`config.mk`:
```
export PLATFORM = sky130hd
export DESIGN_NAME = pic_cmd_port
export DESIGN_NICKNAME = d
export VERILOG_FILES = /design/src/rtl/pic_cmd_port.sv
export SDC_FILE = /design/constraint.sdc
export NUM_CORES = 1
export LEC_CHECK = 0
export BUFFER_PORTS_ARGS = -buffer_cell sky130_fd_sc_hd__buf_2
export CAP_MARGIN = 10
export CORE_MARGIN = 2
export CORE_UTILIZATION = 44
export DETAILED_ROUTE_END_ITERATION = 12
export HOLD_SLACK_MARGIN = 0.02
export PLACE_DENSITY = 0.76
export REMOVE_ABC_BUFFERS = 1
export SLEW_MARGIN = 20
export SYNTH_ARGS = -nofsm -noshare
export SYNTH_HDL_FRONTEND = slang
export SYNTH_SLANG_ARGS = --single-unit
```
`constraint.sdc`:
```
create_clock -name clk -period 1.6 [get_ports clk]
set_clock_uncertainty 0.15 [all_clocks]
set_input_delay 0.32 -clock clk [delete_from_list [all_inputs] [get_ports clk]]
set_output_delay 0.32 -clock clk [all_outputs]
set_load 0.05 [all_outputs]
```
`src/rtl/pic_cmd_port.sv`:
```
module pic_cmd_port (
  input  logic       clk,
  input  logic       rst_n,
  input  logic       addr,
  input  logic       wr,
  input  logic       rd,
  input  logic [7:0] wdata,
  input  logic [7:0] req_in,
  input  logic [7:0] svc_in,
  input  logic       poll_vld,
  input  logic [2:0] poll_ln,
  output logic [7:0] rdata,
  output logic [7:0] mask_out,
  output logic [7:0] vec_base,
  output logic       auto_eoi,
  output logic       nested,
  output logic       spec_mask,
  output logic       rd_svc,
  output logic       poll_pend,
  output logic       rot_aeoi,
  output logic       init_stb,
  output logic       eoi_stb,
  output logic       eoi_spec,
  output logic       eoi_rot,
  output logic [2:0] eoi_line,
  output logic       prio_stb,
  output logic [2:0] prio_line,
  output logic       poll_clr_stb,
  output logic [2:0] poll_clr_line
);

  typedef enum logic [1:0] {ST_RUN = 2'd0, ST_BASE = 2'd1, ST_CASC = 2'd2, ST_MODE = 2'd3} step_t;

  step_t      step;
  logic       four_q, single_q;
  logic [4:0] base_q;

  wire wr0      = wr & ~addr;
  wire is_init  = wr0 & wdata[4];
  wire is_mode  = wr0 & ~wdata[4] & wdata[3];
  wire is_cmd   = wr0 & ~wdata[4] & ~wdata[3];
  wire is_data  = wr & addr;
  wire is_read  = rd & ~wr;
  wire [2:0] op = wdata[7:5];

  step_t after_base;
  always_comb begin
    if (!single_q)   after_base = ST_CASC;
    else if (four_q) after_base = ST_MODE;
    else             after_base = ST_RUN;
  end

  assign vec_base = {base_q, 3'b000};

  always_ff @(posedge clk) begin
    if (!rst_n) begin
      step          <= ST_RUN;
      four_q        <= 1'b0;
      single_q      <= 1'b0;
      base_q        <= '0;
      mask_out      <= '0;
      auto_eoi      <= 1'b0;
      nested        <= 1'b0;
      spec_mask     <= 1'b0;
      rd_svc        <= 1'b0;
      poll_pend     <= 1'b0;
      rot_aeoi      <= 1'b0;
      rdata         <= '0;
      init_stb      <= 1'b0;
      eoi_stb       <= 1'b0;
      eoi_spec      <= 1'b0;
      eoi_rot       <= 1'b0;
      eoi_line      <= '0;
      prio_stb      <= 1'b0;
      prio_line     <= '0;
      poll_clr_stb  <= 1'b0;
      poll_clr_line <= '0;
    end else begin
      init_stb     <= 1'b0;
      eoi_stb      <= 1'b0;
      prio_stb     <= 1'b0;
      poll_clr_stb <= 1'b0;
      if (is_init) begin
        init_stb  <= 1'b1;
        mask_out  <= '0;
        base_q    <= '0;
        auto_eoi  <= 1'b0;
        nested    <= 1'b0;
        spec_mask <= 1'b0;
        rd_svc    <= 1'b0;
        poll_pend <= 1'b0;
        rot_aeoi  <= 1'b0;
        four_q    <= wdata[0];
        single_q  <= wdata[1];
        step      <= ST_BASE;
      end else if (is_mode) begin
        if (wdata[2]) poll_pend <= 1'b1;
        if (wdata[1]) rd_svc    <= wdata[0];
        if (wdata[6]) spec_mask <= wdata[5];
      end else if (is_cmd) begin
        case (op)
          3'd0: rot_aeoi <= 1'b0;
          3'd4: rot_aeoi <= 1'b1;
          3'd1, 3'd5: begin
            eoi_stb  <= 1'b1;
            eoi_spec <= 1'b0;
            eoi_rot  <= op[2];
            eoi_line <= 3'd0;
          end
          3'd3, 3'd7: begin
            eoi_stb  <= 1'b1;
            eoi_spec <= 1'b1;
            eoi_rot  <= op[2];
            eoi_line <= wdata[2:0];
          end
          3'd6: begin
            prio_stb  <= 1'b1;
            prio_line <= wdata[2:0];
          end
          default: ;
        endcase
      end else if (is_data) begin
        case (step)
          ST_RUN:  mask_out <= wdata;
          ST_BASE: begin
            base_q <= wdata[7:3];
            step   <= after_base;
          end
          ST_CASC: step <= four_q ? ST_MODE : ST_RUN;
          ST_MODE: begin
            nested   <= wdata[4];
            auto_eoi <= wdata[1];
            step     <= ST_RUN;
          end
          default: step <= ST_RUN;
        endcase
      end else if (is_read) begin
        if (poll_pend) begin
          poll_pend     <= 1'b0;
          rdata         <= poll_vld ? {5'b0, poll_ln} : 8'h07;
          poll_clr_stb  <= poll_vld;
          poll_clr_line <= poll_ln;
        end else if (addr) begin
          rdata <= mask_out;
        end else begin
          rdata <= rd_svc ? svc_in : req_in;
        end
      end
    end
  end

endmodule


```
==> results.toml <==
[timing]
maxSlewViolCount = 0
period_needed_ns = 1.57
setup_viol = 0
period_share_pct = 98.3
fmax_ghz = 0.636
setup_slack_ns = 0.0264
finalHoldViolCount = 0
rsz0062_at_grt = "true"
tns_ns = 0
holdWs_ns = 0.125

[cts]
cts_tree = "built"
ctsResizeCount = 0
cts_hold_buffers = 0
clockRootBuffer = "clkbuf_8"
cts_buffer_depth = 2
cts.clk_slew.worst_paths_ns = 0.08
numCtsBuffers = 5
cts.sinks = 46
worst_skew_pair.late_latency_ns = 0.30
cts_setup_buffers = 0
htreeDepth = 2

[yosys]
syn_inst = 221
avgSynthCellArea_um2 = 9.21
yosysSeqAreaShare_pct = 45.2
async_reset_ff_share_pct = 0
synth_edf_count = 0
netlist_area_mm2 = 0.00204
synth_area_leaders = "dfxtp_1 45%, mux2i_1 14%, nand2_1 6.1%"
synth_ff_type = "dfxtp_1"
yosys.area.top_type_share_pct = 45.2
synth.most_common_cell = "dfxtp_1"
yosysUniqueCellTypes = 38
synth_seq_cells = 46
synth_common_cells = "46 x dfxtp_1, 33 x nand2_1, 28 x mux2i_1, 21 x nor2_1, 11 x a21oi_1"
ys_warn_count = 0
yosys.area.top_type = "dfxtp_1"

[drt]
viasPerCell = 5.21
drt_iter0_markers = 124
first_pass_iters = 4
vias = 1843
postRouteAntennaNets = 0
wl_um = 4960
wire_per_inst_um = 14.0
drc = 0

[pwr]
vdd_drop_max_mv = 0.364
p_leak_uw = 0.00126
power-per-cell-area_mw_per_mm2 = 929

[global_routing]
grt_usage_pct = 19.3
grt_pass1_vias = 1689
grt_max_degree = 20
antenna_found_initial = 0
grt_pass1_wl_um = 7800
grt_overflow = 0

[floorplan]
fp-row-count = 24
die_y_um = 72.0
start_util_pct = 46.1
ios = 78
core-area_mm2 = 0.00441
dieWidth_um = 72.0
die_area_mm2 = 0.00519

[placed_design]
dp.cells = 347
port_buffers = 74
post-dp-hpwl_um = 3810
gp_congestion = 0.847
pre_cts_ws_ns = -0.121

[cells_and_area]
fin_util_pct = 59.6
fin_nets = 335
antennaDiodeCount = 0
drive_gt1_share_pct = 37.4
fillers = 430
seq_area_um2 = 921
multi_input_area_mm2 = 0.00101
area_delta_synth_final_pct = 29.3
stdcell_count = 354

[worst_setup_path]
cp-start-kind = "flop"
path_class = "reg -> reg"
cp-end-kind = "flop"
worstPathArrival_ns = 1.61
cp_max_fo = 3
cp.required_ns = 1.64

[status]
status = "finished, final reports clean"

[min_path]
hp-class = "in -> reg"

[flow_run]
maxCapViolCount = 0
cell usage in the layout (no fill, tap or decap):
cell,n
nand4b_1,1
buf_4,18
or4b_4,1
or4b_2,1
conb_1,3
nor3_4,1
nor4b_2,1
nor2_1,21
nand2b_1,1
and4bb_2,1
a31oi_1,1
o21a_1,1
mux2i_1,28
o31ai_1,1
and2_1,1
nand2_1,33
and3b_1,1
and3_1,1
nand4_1,3
mux2_2,8
o21ai_0,5
nand3_1,8
o221ai_1,3
nor4bb_2,1
a2bb2oi_1,1
dfxtp_1,46
nor2b_1,2
buf_2,74
bufinv_16,1
inv_1,4
a32o_1,3
clkbuf_8,6
a21oi_1,11
nand3b_1,3
and4b_1,1
o22ai_1,5
nor4_1,1
final timing paths:
path	start	end	slack, ns	cells past startpoint
min reg2reg	base_q[1]$_SDFFE_PP0P_	base_q[1]$_SDFFE_PP0P_	0.30	2
max	poll_pend$_SDFFE_PP0P_	rdata[1]$_SDFFE_PN0P_	0.03	3
max reg2reg	poll_pend$_SDFFE_PP0P_	rdata[1]$_SDFFE_PN0P_	0.03	3
min	poll_ln[1]	poll_clr_line[1]$_SDFFE_PN0P_	0.13	3
cell type report:
| class | instances | share of cell area [%] |
|---|---|---|
| multi-input combinational | 153 | 38.5 |
| sequential | 46 | 35.0 |
| timing repair buffer | 92 | 19.2 |
| clock buffer | 6 | 3.14 |
| tap | 52 | 2.47 |
| clock inverter | 1 | 1.14 |
| inverter | 4 | 0.571 |
cell families (layout without fill, tap and decap cells):
| group | Yosys count | count (layout) | synth area share [%] |
|---|---|---|---|
| AOI/OAI and AO/OA | 31 | 31 | 9.71 |
| buffers and inverters | 24 | 103 | 5.72 |
| DFF | 46 | 46 | 45.2 |
| muxes | 36 | 36 | 18.2 |
| other | 1 | 3 | 0.184 |
| and+or+nand+nor | 83 | 83 | 21.0 |
power by group:
part	internal (µW)	switching [µW]	total [µW]
Clock	500	378	878
Sequential	1170	20.2	1190
Combinational	133	240	372
stage by stage:
stage | total power (µW) | cell area [µm²]
floorplan | 1430 | 1940
global placement | 1590 | 2520
detailed placement | 1590 | 2520
CTS | 2460 | 2630
global route | 2540 | 2630
finish | 2440 | 2630
layer usage:
| metal | share of wire (%) | global-route usage (%) | vias to the layer above |
|---|---|---|---|
| met5 | 0 | 0 | - |
| met4 | 0.81 | 6.08 | 0 |
| met3 | 5.9 | 4.72 | 4 |
| met2 | 49 | 31.8 | 65 |
| met1 | 45 | 25.0 | 846 |
| li1 | - | - | 928 |
worst max-delay path: stages (launching register included):
cell,delay (ns)
dfxtp_1,0.32
or4b_2,0.72
o221ai_1,0.21
a21oi_1,0.06
sequential cells by signal (all words and copies together) (netlist names), 2 cells and up:
register / cells
poll_clr_line: 3
step: 2
mask_out: 8
prio_line: 3
eoi_line: 3
rdata: 8
base_q: 5
Note: power is estimated with default switching activity, not from simulation.
